## src/rtl/adc_seq_pkg.sv

```systemverilog
package adc_seq_pkg;
  localparam int DATA_W = 8;
  localparam int ADDR_W = 3;

  localparam logic [ADDR_W-1:0] ADDR_SEL  = 3'd0;
  localparam logic [ADDR_W-1:0] ADDR_CTRL = 3'd1;
  localparam logic [ADDR_W-1:0] ADDR_RESL = 3'd2;
  localparam logic [ADDR_W-1:0] ADDR_RESH = 3'd3;
  localparam logic [ADDR_W-1:0] ADDR_STAT = 3'd4;

  // control register field positions
  localparam int CTL_FORCE = 4;
  localparam int CTL_EXT   = 5;
  localparam int CTL_MASK  = 6;

  // status register field positions
  localparam int ST_BUSY = 0;
  localparam int ST_ERR  = 1;
  localparam int ST_EOC  = 2;

  // datapath -> control: decoded host intent
  typedef struct packed {
    logic startReq;
    logic abortReq;
    logic extDelay;
  } hostReq_t;

  // control -> datapath: sequencing strobes
  typedef struct packed {
    logic busy;
    logic latchRes;
    logic setTimeout;
  } seqStrobe_t;
endpackage

```

## src/rtl/adc_seq_datapath.sv

```systemverilog
module adc_seq_datapath
  import adc_seq_pkg::*;
#(
  parameter int CHAN_W = 4,
  parameter int RES_W  = 12
) (
  input  logic                clk,
  input  logic                rstN,
  input  logic                wrEn,
  input  logic [ADDR_W-1:0]   wrAddr,
  input  logic [DATA_W-1:0]   wrData,
  input  logic [ADDR_W-1:0]   rdAddr,
  output logic [DATA_W-1:0]   rdData,
  input  logic [RES_W-1:0]    adcData,
  input  seqStrobe_t          strobe,
  output hostReq_t            hostReq,
  output logic [CHAN_W-1:0]   adcChan,
  output logic                adcPowerOn,
  output logic [1:0]          srcCodeA,
  output logic [1:0]          srcCodeB,
  output logic                eocIrq
);
  localparam int EN_BIT    = CHAN_W;
  localparam int START_BIT = CHAN_W + 1;
  localparam int HI_W      = RES_W - DATA_W;

  logic [CHAN_W-1:0] selChan;
  logic              selEn;
  logic [DATA_W-1:0] ctrlReg;
  logic [RES_W-1:0]  resReg;
  logic              eocPend;
  logic              errFlag;

  logic selWr, ctrlWr, statWr;

  assign selWr  = wrEn && (wrAddr == ADDR_SEL);
  assign ctrlWr = wrEn && (wrAddr == ADDR_CTRL);
  assign statWr = wrEn && (wrAddr == ADDR_STAT);

  assign hostReq.startReq = selWr && !strobe.busy && wrData[EN_BIT] && wrData[START_BIT];
  assign hostReq.abortReq = selWr && !wrData[EN_BIT];
  assign hostReq.extDelay = ctrlReg[CTL_EXT];

  always_ff @(posedge clk) begin
    if (!rstN) begin
      selChan <= '0;
      selEn   <= 1'b0;
    end else if (selWr && !(strobe.busy && wrData[EN_BIT])) begin
      selChan <= wrData[CHAN_W-1:0];
      selEn   <= wrData[EN_BIT];
    end
  end

  always_ff @(posedge clk) begin
    if (!rstN)       ctrlReg <= '0;
    else if (ctrlWr) ctrlReg <= wrData;
  end

  always_ff @(posedge clk) begin
    if (!rstN)                resReg <= '0;
    else if (strobe.latchRes) resReg <= adcData;
  end

  always_ff @(posedge clk) begin
    if (!rstN) begin
      eocPend <= 1'b0;
      errFlag <= 1'b0;
    end else begin
      if (strobe.latchRes)              eocPend <= 1'b1;
      else if (statWr && wrData[ST_EOC]) eocPend <= 1'b0;
      if (strobe.setTimeout)            errFlag <= 1'b1;
      else if (statWr && wrData[ST_ERR]) errFlag <= 1'b0;
    end
  end

  always_comb begin
    rdData = '0;
    case (rdAddr)
      ADDR_SEL:  rdData = DATA_W'({selEn, selChan});
      ADDR_CTRL: rdData = ctrlReg;
      ADDR_RESL: rdData = resReg[DATA_W-1:0];
      ADDR_RESH: rdData = DATA_W'(resReg[DATA_W +: HI_W]);
      ADDR_STAT: rdData = DATA_W'({eocPend, errFlag, strobe.busy});
      default:   rdData = '0;
    endcase
  end

  assign adcChan    = selChan;
  assign srcCodeA   = ctrlReg[1:0];
  assign srcCodeB   = ctrlReg[3:2];
  assign adcPowerOn = ctrlReg[CTL_FORCE] || strobe.busy;
  assign eocIrq     = eocPend && !ctrlReg[CTL_MASK];
endmodule

```

## src/rtl/adc_seq_ctrl.sv

```systemverilog
module adc_seq_ctrl
  import adc_seq_pkg::*;
#(
  parameter int SETTLE_SHORT = 4,
  parameter int SETTLE_LONG  = 16,
  parameter int TIMEOUT      = 64
) (
  input  logic       clk,
  input  logic       rstN,
  input  hostReq_t   hostReq,
  input  logic       adcDone,
  output logic       adcReq,
  output seqStrobe_t strobe
);
  localparam int MAX_CNT = (SETTLE_LONG > TIMEOUT) ? SETTLE_LONG : TIMEOUT;
  localparam int CNT_W   = $clog2(MAX_CNT + 1);
  localparam logic [CNT_W-1:0] SHORT_LOAD = CNT_W'(SETTLE_SHORT - 1);
  localparam logic [CNT_W-1:0] LONG_LOAD  = CNT_W'(SETTLE_LONG - 1);
  localparam logic [CNT_W-1:0] WD_LAST    = CNT_W'(TIMEOUT - 1);

  typedef enum logic [1:0] {S_IDLE, S_SETTLE, S_CONV} seqState_t;

  seqState_t        state;
  logic [CNT_W-1:0] cnt;
  logic             wdExpire;

  assign wdExpire = (state == S_CONV) && !adcDone && !hostReq.abortReq && (cnt == WD_LAST);

  always_ff @(posedge clk) begin
    if (!rstN) begin
      state <= S_IDLE;
      cnt   <= '0;
    end else begin
      case (state)
        S_IDLE: begin
          if (hostReq.startReq) begin
            state <= S_SETTLE;
            cnt   <= hostReq.extDelay ? LONG_LOAD : SHORT_LOAD;
          end
        end
        S_SETTLE: begin
          if (hostReq.abortReq) begin
            state <= S_IDLE;
          end else if (cnt == '0) begin
            state <= S_CONV;
          end else begin
            cnt <= cnt - 1'b1;
          end
        end
        S_CONV: begin
          if (hostReq.abortReq || adcDone || wdExpire) begin
            state <= S_IDLE;
            cnt   <= '0;
          end else begin
            cnt <= cnt + 1'b1;
          end
        end
        default: state <= S_IDLE;
      endcase
    end
  end

  assign adcReq            = (state == S_CONV);
  assign strobe.busy       = (state != S_IDLE);
  assign strobe.latchRes   = (state == S_CONV) && adcDone && !hostReq.abortReq;
  assign strobe.setTimeout = wdExpire;
endmodule

```

## src/rtl/oneshot_adc_seq.sv

```systemverilog
module oneshot_adc_seq
  import adc_seq_pkg::*;
#(
  parameter int CHAN_W       = 4,
  parameter int RES_W        = 12,
  parameter int SETTLE_SHORT = 4,
  parameter int SETTLE_LONG  = 16,
  parameter int TIMEOUT      = 64
) (
  input  logic              clk,
  input  logic              rstN,
  input  logic              wrEn,
  input  logic [2:0]        wrAddr,
  input  logic [7:0]        wrData,
  input  logic [2:0]        rdAddr,
  output logic [7:0]        rdData,
  output logic              adcReq,
  output logic [CHAN_W-1:0] adcChan,
  input  logic              adcDone,
  input  logic [RES_W-1:0]  adcData,
  output logic              adcPowerOn,
  output logic [1:0]        srcCodeA,
  output logic [1:0]        srcCodeB,
  output logic              eocIrq
);
  hostReq_t   hostReq;
  seqStrobe_t strobe;

  adc_seq_datapath #(.CHAN_W(CHAN_W), .RES_W(RES_W)) u_dp (
    .clk(clk), .rstN(rstN), .wrEn(wrEn), .wrAddr(wrAddr), .wrData(wrData),
    .rdAddr(rdAddr), .rdData(rdData), .adcData(adcData), .strobe(strobe),
    .hostReq(hostReq), .adcChan(adcChan), .adcPowerOn(adcPowerOn),
    .srcCodeA(srcCodeA), .srcCodeB(srcCodeB), .eocIrq(eocIrq)
  );

  adc_seq_ctrl #(.SETTLE_SHORT(SETTLE_SHORT), .SETTLE_LONG(SETTLE_LONG),
                 .TIMEOUT(TIMEOUT)) u_ctrl (
    .clk(clk), .rstN(rstN), .hostReq(hostReq), .adcDone(adcDone),
    .adcReq(adcReq), .strobe(strobe)
  );
endmodule

```

## config.mk

```make
export PLATFORM = sky130hd
export DESIGN_NAME = oneshot_adc_seq
export DESIGN_NICKNAME = d
export VERILOG_FILES = /design/src/rtl/adc_seq_pkg.sv /design/src/rtl/adc_seq_datapath.sv /design/src/rtl/adc_seq_ctrl.sv /design/src/rtl/oneshot_adc_seq.sv
export SDC_FILE = /design/constraint.sdc
export NUM_CORES = 1
export LEC_CHECK = 0
export ABC_CLOCK_PERIOD_IN_PS = 3650
export BUFFER_PORTS_ARGS = -buffer_cell sky130_fd_sc_hd__buf_2
export CAP_MARGIN = 20
export CORE_MARGIN = 2
export CORE_UTILIZATION = 60
export CTS_BUF_LIST = sky130_fd_sc_hd__clkbuf_4
export DETAILED_ROUTE_END_ITERATION = 10
export PLACE_DENSITY = 0.95
export SYNTH_ARGS = -nofsm -noshare
export SYNTH_HDL_FRONTEND = slang
export SYNTH_SLANG_ARGS = --single-unit
```

## constraint.sdc

```tcl
create_clock -name clk -period 3.65 [get_ports clk]
set_input_delay 0.73 -clock clk [delete_from_list [all_inputs] [get_ports clk]]
set_output_delay 0.73 -clock clk [all_outputs]
set_load 0.1 [all_outputs]
```

==> metrics.md, run 1 <==
| Metric | Value |
|---|---|
| Status | complete, no violations |
| PostCTS Resize Cnt | 0 |
| Placed Instances | around 330 |
| Routed length per instance | ~15 um |
| Post-route ant nets | 0 |
| WHS Endpoint | u_dp.resReg[6] |
| Reg-to-Reg End | u_ctrl.cnt[4] |
| Worst-path clk slew | between 0.1 and 0.15 ns |
| Syn_nets | between 200 and 300 |
| Yosys cell types | 51 |
| Worst reg2reg path depth | 7 |
| Starting DRT DRC Count | a little over 100 |
| Post-synthesis adder-cell area fraction | 0.04077 |
| Multi-input combinational cell area | around 1300 sq um |
| Slew Viols, Final | 0 |
| Placer congestion estimate | roughly 0.90 |
| Synth async-reset ratio | 0 |
| Routed WL | 4.865 mm |
| Clock Latency Late Sink | between 0.3 and 0.4 ns |
| H-tree depth | 2 |
| Cell area after synthesis | roughly 2100 sq um |
| Mapped Cells | 250 |
| Diodes inserted | 0 |
| Worst setup startpoint | rdAddr[1] |
| Register area share after synthesis | 0.3355 |
| Largest net degree at the start of global routing | 31 |
| Hold Path Depth | 2 |
| Layout area overhead | 11.76% |
| Post-DP Area | approximately 2300 sq um |
| Final instance area | about 2400 sq um |
| XOR/XNOR share of the synthesized area | 0.02854 |
| Num ports | just under 50 |
| Clk sinks | 36 |
| Vias in the first global route | 1698 |
| Die height | ~64 um |
| Crit Path Max Fanout | 12 |
| Period minus WS final | around 2.7 ns |
| CP arrival | roughly 2.0 ns |
| Port Buffers | 48 |
| Post-synth top area share | 0.3355 |
| Synth cell count leaders | nand2_1 (39), dfxtp_1 (36), nor2_1 (24) |
| GRT Total Usage | 0.2495 |
| RSZ-0062 raised after global routing | no |
| Drt drc | 0 |
| # Post-CTS Setup Buffers | 0 |
| TritonRoute pass-1 iters | 4 |
| P_leak | about 0.96 nW |
| Vias | 1937 |
| Post-synth EDFFs | 0 |
| CTS root buffer | clkbuf_4 |
| Core Region | around 3400 sq um |
| Vias per cell | slightly below 6 |
| Final #Nets | approximately 320 |
| Initial Util | 0.6338 |
| Flop2flop setup slack | about 1.2 ns |
| Initial antenna violation count | 0 |
| Die width | ~64 um |
| Top_reg_cell synth | dfxtp_1 |
| FP Rows | 21 |
| Synth area leaders | dfxtp_1 (34%), mux2i_1 (7.9%), nand2_1 (6.8%), a21oi_1 (4.4%), nor2_1 (4.2%) |
| Synth Area in Simple Gates | 0.2219 |
| Max_slew headroom | 0.3069 |
| Seq cells post-synth | 36 |
| Setup violations, final | 0 |
| Slew at the pin with the worst max-slew slack | between 1 and 1.5 ns |
| Maxcap violations | 0 |
| HPWL Detailed | about 3.6 mm |
| Clock Path Buffers | 2 |
| Worst path required time | 2.92 ns |
| Fin. Hold Viols | 0 |
| Crit path capture type | output port |
| Power, Total | around 0.78 mW |
| DRT met1 WL | 2.045 mm |
| FILL cells | 254 |
| Setup crit start kind | input pin |
| Sequential Area | between 700 and 800 sq um |
| P per Cell Area | between 300 and 400 nW/um^2 |
| Post-route setup slack | 0.9170 ns |
| Routed wl met2 | ~2.4 mm |
| Top layer in use | met4 |
| Maximum vdd drop | ~0.24 mV |
| Setup Skew | just over 0.009 ns |
| Total CTS buffers | 5 |
| Worst r2r src | u_ctrl.cnt[0] |
| Syn Area/Cell | roughly 8.6 sq um |
| First-pass GRT wire length | slightly below 8 mm |
| Share of cells above drive strength 1 | 0.2683 |
| Top-count cell post-synth | nand2_1 |
| HP Start | u_dp.resReg[6] |
| Complex-gate fraction of the synthesized area | 0.1904 |
| Yosys top cell by area | dfxtp_1 |
| F_max | 365.9 MHz |
| Gr ovfl total | 0 |
| Pre-CTS WS | about 0.86 ns |
| Largest family of logic cells by synthesized area | simple AND/OR/NAND/NOR gates |
| Hold Path Class | reg -> reg |
| Die ar. | 4075 sq um |
| Multiplexer share of the synthesized area | 0.1054 |
| Yosys warns | 0 |
| Critical path type | in -> out |
| Post-CTS Hold Fix Bufs | 0 |
| Met3 WL | ~330 um |
| Final cell count without fillers | 333 |
| Tcrit/Tclk final | 0.7488 |
| TNS Setup | 0 ns |
| CTS tree | done |
-- logic make-up after synthesis --
group,Yosys count
xor gates and xnor gates,7
AOI/OAI and AO/OA,58
muxes,20
and+or+nand+nor,94
adders and majority gates,7
DFF,36
buffers and inverters,28
-- routing by layer --
| metal | up-vias | track usage |
|---|---|---|
| li1 | 943 | - |
| met1 | 919 | 0.3097 |
| met2 | 67 | 0.4063 |
| met3 | 8 | 0.06338 |
| met4 | 0 | 0.1114 |
| met5 | - | 0 |
-- layout make-up --
| type | instances | area share |
|---|---|---|
| clock inverters | 3 | 0.01772 |
| repair buffers | 48 | 0.1001 |
| well taps | 46 | 0.02397 |
| flip-flops and latches | 36 | 0.3002 |
| multi-input cells | 186 | 0.5284 |
| clock buffers | 5 | 0.01563 |
| inverters | 9 | 0.01407 |
-- per-stage QoR --
stage | util | hold slack [ns]
floorplan | - | 0.4331
global placement | 0.6848 | 0.4383
detailed placement | 0.6848 | 0.4467
CTS | 0.7084 | 0.4621
global route | 0.7084 | 0.4826
finish | 0.7084 | 0.4626
-- critical path, stage by stage --
cell and delay (ns):
buf_2 0.24, nor2b_1 0.34, a21oi_1 0.12, nor2_1 0.13, buf_2 0.44
-- layout by cell type, fill, tap and decap left out, types with 3 or more instances in the layout --
| cell type | netlist | layout |
|---|---|---|
| a21oi_1 | 19 | 19 |
| a22oi_1 | 4 | 4 |
| a31oi_1 | 5 | 5 |
| buf_2 | 3 | 48 |
| clkbuf_4 | 0 | 5 |
| dfxtp_1 | 36 | 36 |
| ha_1 | 7 | 7 |
| inv_1 | 9 | 9 |
| mux2i_1 | 17 | 17 |
| nand2_1 | 39 | 39 |
| nand3_1 | 7 | 7 |
| nand3b_1 | 3 | 3 |
| nor2_1 | 24 | 24 |
| nor2b_1 | 6 | 6 |
| o21ai_0 | 8 | 8 |
| o21ai_2 | 3 | 3 |
| o221ai_1 | 3 | 3 |
| xnor2_1 | 5 | 5 |
-- flip-flops by register name, summed over array words and instances, names as in the netlist --
| register | flops |
|---|---|
| u_ctrl.cnt | 7 |
| u_ctrl.state | 2 |
| u_dp.eocPend | 1 |
| u_dp.adcChan | 4 |
| u_dp.errFlag | 1 |
| u_dp.resReg | 12 |
| u_dp.ctrlReg | 8 |
| u_dp.selEn | 1 |
-- worst max-delay path by stage --
stage,endpoint,depth (start not counted)
after global routing,rdData[5],5
after CTS,rdData[4],5
after global placement,u_ctrl.cnt[6],6
after floorplan,rdData[5],4
final,rdData[4],5
after detailed placement,u_ctrl.cnt[6],6
-- power breakdown --
| group | internal, mW | total (mW) | leakage [nW] | switching, mW |
|---|---|---|---|---|
| clock network | 0.143 | 0.281 | 0.0412 | 0.138 |
| logic | 0.0329 | 0.103 | 0.629 | 0.0699 |
| registers | 0.397 | 0.401 | 0.290 | 0.00425 |
(Power assumes the default switching activity.)
==> run 2, diff against run 1 <==
--- a/config.mk
+++ b/config.mk
@@ -5,14 +5,15 @@
 export SDC_FILE = /design/constraint.sdc
 export NUM_CORES = 1
 export LEC_CHECK = 0
-export ABC_CLOCK_PERIOD_IN_PS = 3650
+export ABC_AREA = 1
+export ABC_CLOCK_PERIOD_IN_PS = 2450
 export BUFFER_PORTS_ARGS = -buffer_cell sky130_fd_sc_hd__buf_2
 export CAP_MARGIN = 20
 export CORE_MARGIN = 2
-export CORE_UTILIZATION = 60
+export CORE_UTILIZATION = 51
 export CTS_BUF_LIST = sky130_fd_sc_hd__clkbuf_4
 export DETAILED_ROUTE_END_ITERATION = 10
-export PLACE_DENSITY = 0.95
+export PLACE_DENSITY = 0.9
 export SYNTH_ARGS = -nofsm -noshare
 export SYNTH_HDL_FRONTEND = slang
 export SYNTH_SLANG_ARGS = --single-unit
==> constraint.sdc (replaced) <==
create_clock -name clk -period 2.45 [get_ports clk]
set_input_delay 0.49 -clock clk [delete_from_list [all_inputs] [get_ports clk]]
set_output_delay 0.49 -clock clk [all_outputs]
set_load 0.1 [all_outputs]
==> run 2 against run 1 <==
Cell count increased by 24%; sequential power grew 80%; largest power group is now combinational logic; wire length grew 13%; clock skew is 0.0029 ns lower; worst setup slack worse by 0.69 ns.
==> metrics.md, run 2 <==
| Metric | Value |
|---|---|
| Top cell family by delay on the critical path | simple AND/OR/NAND/NOR gates |
| Worst-path clk slew | 0.11 ns |
| CP cell instances | buf_2, nor3_2, nand2_1, o21ai_0, a221oi_1, nand2_1, buf_12 |
| CP peak stage delay | slightly above 0.5 ns |
| TNS Setup | 0 ns |
| CTS root buffer | clkbuf_4 |
| Clk sinks | 36 |
| Vias in the first global route | roughly 2000 |
| Yosys top cell by area | dfxtp_1 |
| Setup violations, final | 0 |
| Routed length per instance | between 10 and 15 um |
| Starting DRT DRC Count | roughly 140 |
| Period minus WS final | 2.226 ns |
| Register share of total power | 0.366 |
| Synth cell count leaders | nor2_1 (66), nand2_1 (59), dfxtp_1 (36) |
| Core Region | around 4000 sq um |
| Sequential Area | roughly 720 sq um |
| Post-route ant nets | 0 |
| Worst r2r src | u_ctrl.cnt[0] |
| Die ar. | between 4000 and 5000 sq um |
| PostCTS Resize Cnt | 0 |
| Setup crit start kind | input pin |
| Syn_nets | about 360 |
| Critical path type | in -> out |
| Reg-to-Reg End | u_ctrl.cnt[3] |
| Post-DP Area | around 2500 sq um |
| Total CTS buffers | 5 |
| Routed WL | between 5 and 6 mm |
| Largest net degree at the start of global routing | 27 |
| Cell area after synthesis | 2188 sq um |
| Yosys warns | 0 |
| Vias | ~2200 |
| Vias per cell | 5.328 |
| Die height | a little under 70 um |
| Layout area overhead | 17.67% |
| Max reg flops | 12 |
| Top_reg_cell synth | dfxtp_1 |
| Commonest cells after routing, fill and taps aside | nor2_1 (66), nand2_1 (59), buf_2 (40), dfxtp_1 (36), inv_1 (34) |
| Gate power share | 0.470 |
| Slowest stage cell, crit path | nor3_2 |
| Tcrit/Tclk final | 0.9086 |
| Critical Path Stages | 7 |
| Commonest non-fill, non-tap cell in the layout | nor2_1 |
| Post-CTS Hold Fix Bufs | 0 |
| Fin. Hold Viols | 0 |
| Share of cells above drive strength 1 | 0.2238 |
| First-pass GRT wire length | between 9 and 10 mm |
| Syn Area/Cell | just under 7 sq um |
| Drt drc | 0 |
| Status | complete, no violations |
| Post-synth top area share | 0.3293 |
| CP endpoint | rdData[1] |
| NetSw | 0.9101 mW |
| FP Rows | 23 |
| Seq cells post-synth | 36 |
| Worst reg2reg path depth | 10 |
| Cell mode on critical path | nand2_1 |
| Slew at the pin with the worst max-slew slack | roughly 0.57 ns |
| Synth async-reset ratio | 0 |
| Placer congestion estimate | approximately 0.95 |
| Crit path capture type | output port |
| Crit path buffers/inverters | 2 |
| Initial antenna violation count | 0 |
| Post-synth EDFFs | 0 |
| CP arrival | around 1.7 ns |
| Worst setup startpoint | rdAddr[2] |
| F_max | 449.2 MHz |
| Mapped Cells | ~320 |
| Biggest registers after layout | u_dp.resReg (12), u_dp.ctrlReg (8), u_ctrl.cnt (7) |
| Max_slew headroom | 0.6194 |
| Switch share | 0.4632 |
| Maxcap violations | 0 |
| Placed Instances | around 400 |
| Top-count cell post-synth | nor2_1 |
| CTS tree | done |
| RSZ-0062 raised after global routing | no |
| Yosys cell types | 34 |
| Multi-input combinational cell area | roughly 1200 sq um |
| Clock Path Buffers | 2 |
| Internal power | 1.055 mW |
| Util after Layout | 0.6346 |
| Diodes inserted | 0 |
| Die width | 69.51 um |
| Final #Nets | between 300 and 400 |
| Crit Path Max Fanout | 8 |
| FILL cells | between 300 and 400 |
| Clock Latency Late Sink | ~0.35 ns |
| Synth area leaders | dfxtp_1 (33%), nor2_1 (11%), nand2_1 (10%), o21ai_0 (7.1%), inv_1 (5.8%) |
| Final instance area | 2575 sq um |
| Power, Total | between 1.5 and 2 mW |
| P_leak | approximately 1.2 nW |
| Setup Skew | 0.006177 ns |
| Final cell count without fillers | between 400 and 500 |
| Initial Util | 0.5393 |
| Clk pwr share | 0.164 |
| TritonRoute pass-1 iters | 4 |
| Register area share after synthesis | 0.3293 |
| Flop2flop setup slack | roughly 0.79 ns |
| Num ports | 49 |
| Worst path required time | slightly below 2 ns |
| Port Buffers | 48 |
| Top reg by flops | u_dp.resReg |
| Gr ovfl total | 0 |
| Slew Viols, Final | 0 |
| P per Cell Area | roughly 760 nW/um^2 |
| # Post-CTS Setup Buffers | 0 |
| Hold Path Class | in -> reg |
| H-tree depth | 2 |
| Maximum vdd drop | around 0.35 mV |
| HPWL Detailed | 4.182 mm |
| GRT Total Usage | 0.2359 |
==> run 2: cell count changes in the layout (fill, tap and decap cells not counted), sizes merged, moves of 8 or more <==
cell,delta
o21ai,+23
nand4,+8
mux2i,-17
nand2,+25
nor2,+45
nand3,+9
inv,+30
==> run 2: through the flow <==
stage,hold WS [ns],worst slack (ns)
detailed placement,0.4664,0.2430
floorplan,0.4398,-0.3550
finish,0.3835,0.2239
global route,0.3914,0.1128
CTS,0.3837,0.2278
global placement,0.4489,0.3629
==> run 2: worst min-delay path by stage <==
stage / from / end / slack (ns) / cells past startpoint
after global placement: u_dp.eocPend / u_dp.eocPend / 0.45 / 2
final: adcData[9] / u_dp.resReg[9] / 0.38 / 3
after detailed placement: u_dp.errFlag / u_dp.errFlag / 0.47 / 2
after floorplan: u_dp.eocPend / u_dp.eocPend / 0.44 / 2
after global routing: wrData[6] / u_dp.ctrlReg[6] / 0.39 / 3
after CTS: adcData[9] / u_dp.resReg[9] / 0.38 / 3
==> run 2: cell families after synthesis <==
family | synth area share
buffers and inverters | 0.1121
xor gates and xnor gates | 0.01601
DFF | 0.3293
adders and majority gates | 0.04002
AOI/OAI and AO/OA | 0.1470
and+or+nand+nor | 0.3556
==> run 2: layout make-up <==
type / instances / share of cell area
multi-input cells: 231 / 0.4772
flip-flops and latches: 36 / 0.2799
repair buffers: 48 / 0.1399
inverters: 39 / 0.05685
well taps: 50 / 0.02430
clock buffers: 6 / 0.01749
clock inverters: 2 / 0.004373
==> run 2: power by group through the flow <==
stage	clock (mW)	sequential [mW]	combinational [mW]
final	0.322	0.720	0.923
after global routing	0.350	0.728	1.01
after CTS	0.322	0.717	0.917
after detailed placement	0	0.730	0.913
after global placement	0	0.727	0.882
after floorplan	0	0.731	0.749
==> run 2: routing by layer <==
layer	track usage	vias to the layer above	wire [um]
met4	0.06754	0	84
met5	0	-	0
met2	0.3964	100	2631
li1	-	1101	-
met1	0.2995	984	2359
met3	0.05814	10	417
==> run 2: worst min-delay path: stages <==
cell and delay (ns):
buf_2 0.07, o21ai_0 0.07, nor2_1 0.07
==> run 3, diff against run 2 <==
--- a/config.mk
+++ b/config.mk
@@ -13,6 +13,7 @@
 export CORE_UTILIZATION = 51
 export CTS_BUF_LIST = sky130_fd_sc_hd__clkbuf_4
 export DETAILED_ROUTE_END_ITERATION = 10
+export MAX_ROUTING_LAYER = met4
 export PLACE_DENSITY = 0.9
 export SYNTH_ARGS = -nofsm -noshare
 export SYNTH_HDL_FRONTEND = slang
==> constraint.sdc (replaced) <==
create_clock -name clk -period 2.45 [get_ports clk]
set_input_delay 0.1225 -clock clk [delete_from_list [all_inputs] [get_ports clk]]
set_output_delay 0.1225 -clock clk [all_outputs]
set_load 0.1 [all_outputs]
==> run 3 against run 2 <==
Sequential cell count stayed put; global-route usage barely moved; non-clock buffer count is the same.
==> metrics.md, run 3 (same netlist as run 2, synthesis figures left out) <==
| Metric | Value |
|---|---|
| Drt drc | 0 |
| Worst reg2reg path depth | 8 |
| Clock Path Buffers | 2 |
| Routed length per instance | approximately 13 um |
| Port Buffers | 48 |
| Final cell count without fillers | between 400 and 500 |
| HP Start | adcData[2] |
| TritonRoute pass-1 iters | 5 |
| Met3 WL | ~350 um |
| Worst setup startpoint | u_ctrl.state[0] |
| TNS Setup | 0 ns |
| Post-route setup slack | 0.4939 ns |
| Top layer in use | met4 |
| Biggest registers after layout | u_dp.resReg (12), u_dp.ctrlReg (8), u_ctrl.cnt (7) |
| DRT met1 WL | 2.264 mm |
| F_max | between 500 and 600 MHz |
| Pre-CTS WS | approximately 0.85 ns |
| HPWL Detailed | around 4.0 mm |
| Worst path required time | about 2.3 ns |
| FILL cells | approximately 370 |
| Post-CTS Hold Fix Bufs | 0 |
| Max_slew headroom | 0.6182 |
| Core Region | 4058 sq um |
| Largest net degree at the start of global routing | 27 |
| Num ports | 49 |
| Total CTS buffers | 5 |
| Hold Slack | between 0.03 and 0.04 ns |
| Hold Path Class | in -> reg |
| Share of cells above drive strength 1 | 0.2244 |
| Starting DRT DRC Count | 189 |
| PostCTS Resize Cnt | 0 |
| Maximum vdd drop | 0.3906 mV |
| GRT Total Usage | 0.2357 |
| # Post-CTS Setup Buffers | 0 |
| Worst-path clk slew | ~0.11 ns |
| Crit path capture type | output port |
| Status | complete, no violations |
| Die ar. | 4831 sq um |
| Layout area overhead | 11.61% |
| Sequential Area | slightly above 700 sq um |
| P_leak | 1.177 nW |
| Setup violations, final | 0 |
| CP arrival | approximately 1.8 ns |
| Fin. Hold Viols | 0 |
| Critical path type | reg -> out |
| Clock Latency Late Sink | ~0.33 ns |
| Vias per cell | about 5.2 |
| P per Cell Area | 778.9 nW/um^2 |
| Max reg flops | 12 |
| Slew at the pin with the worst max-slew slack | 0.5683 ns |
| Setup crit start kind | flip-flop |
| Crit Path Max Fanout | 6 |
| Reg-to-Reg End | u_ctrl.cnt[5] |
| H-tree depth | 2 |
| Period minus WS final | between 1.5 and 2 ns |
| Maxcap violations | 0 |
| Routed wl met2 | about 2.5 mm |
| RSZ-0062 raised after global routing | no |
| Gr ovfl total | 0 |
| Vias | approximately 2100 |
| Worst r2r src | u_ctrl.state[0] |
| Flop2flop setup slack | just over 0.8 ns |
| Final #Nets | just under 400 |
| Power, Total | around 1.9 mW |
| CTS tree | done |
| Post-route ant nets | 0 |
| Commonest cells after routing, fill and taps aside | nor2_1 (66), nand2_1 (59), buf_2 (48), dfxtp_1 (36), inv_1 (34) |
| Multi-input combinational cell area | between 1000 and 1500 sq um |
| Routed WL | approximately 5.2 mm |
| Initial Util | 0.5393 |
| Vias in the first global route | about 2200 |
| Top reg by flops | u_dp.resReg |
| Die width | just under 70 um |
| Setup Skew | around 0.011 ns |
| FP Rows | 23 |
| Tcrit/Tclk final | 0.7984 |
| WHS Endpoint | u_dp.resReg[2] |
| Clk sinks | 36 |
| Commonest non-fill, non-tap cell in the layout | nor2_1 |
| Diodes inserted | 0 |
| Initial antenna violation count | 0 |
| First-pass GRT wire length | slightly above 9 mm |
| Hold Path Depth | 3 |
| Placed Instances | between 400 and 500 |
| Placer congestion estimate | about 0.93 |
| Slew Viols, Final | 0 |
| Die height | 69.51 um |
| CTS root buffer | clkbuf_4 |
## run 3: changes by cell type in the layout (fill, tap and decap cells not counted)
| cell | change |
|---|---|
| nor3_2 | +1 |
| buf_12 | -8 |
| nor3_4 | -1 |
| buf_2 | +8 |
| clkinv_2 | +1 |
| clkinv_1 | -1 |
| clkinvlp_4 | -1 |
## run 3: power by group
group / total (mW) / switching (mW) / internal (mW)
Sequential: 0.714 / 0.0579 / 0.656
Combinational: 0.893 / 0.637 / 0.256
Clock: 0.295 / 0.178 / 0.117
Total: 1.90 / 0.874 / 1.03
## run 3: how the worst max path moves through the flow
| stage | end | slack, ns | cells past startpoint |
|---|---|---|---|
| 3_3_place_gp | rdData[1] | 0.84 | 7 |
| 3_5_place_dp | rdData[1] | 0.85 | 7 |
| 6_report | rdData[0] | 0.49 | 6 |
| 2_1_floorplan | rdData[4] | 0.33 | 3 |
| 4_1_cts | rdData[0] | 0.50 | 6 |
| 5_1_grt | rdData[0] | 0.39 | 6 |
## run 3: area by class of cell
type                            instances  share of cell area
Clock inverter                          1            0.002049
Timing Repair Buffer                   48             0.09836
Sequential cell                        36              0.2951
Inverter                               39             0.05994
Clock buffer                            6             0.01844
Multi-Input combinational cell        231              0.5005
Tap cell                               50             0.02561
## run 3: critical path, stage by stage (launching register included)
cell and delay [ns]:
dfxtp_1 0.37, inv_1 0.09, ha_1 0.30, o21ai_0 0.19, inv_1 0.06, nand4_1 0.07, buf_2 0.43
## run 3: through the flow
step | cell area (sq um) | util
finish | 2442 | 0.6019
global route | 2442 | 0.6019
CTS | 2442 | 0.6019
detailed placement | 2392 | 0.5896
global placement | 2392 | 0.5896
floorplan | 2188 | -
## run 3: layer usage
layer | vias to the layer above | track usage
li1 | 1108 | -
met1 | 945 | 0.2792
met2 | 75 | 0.3889
met3 | 13 | 0.05233
met4 | 0 | 0.09368
met5 | - | -
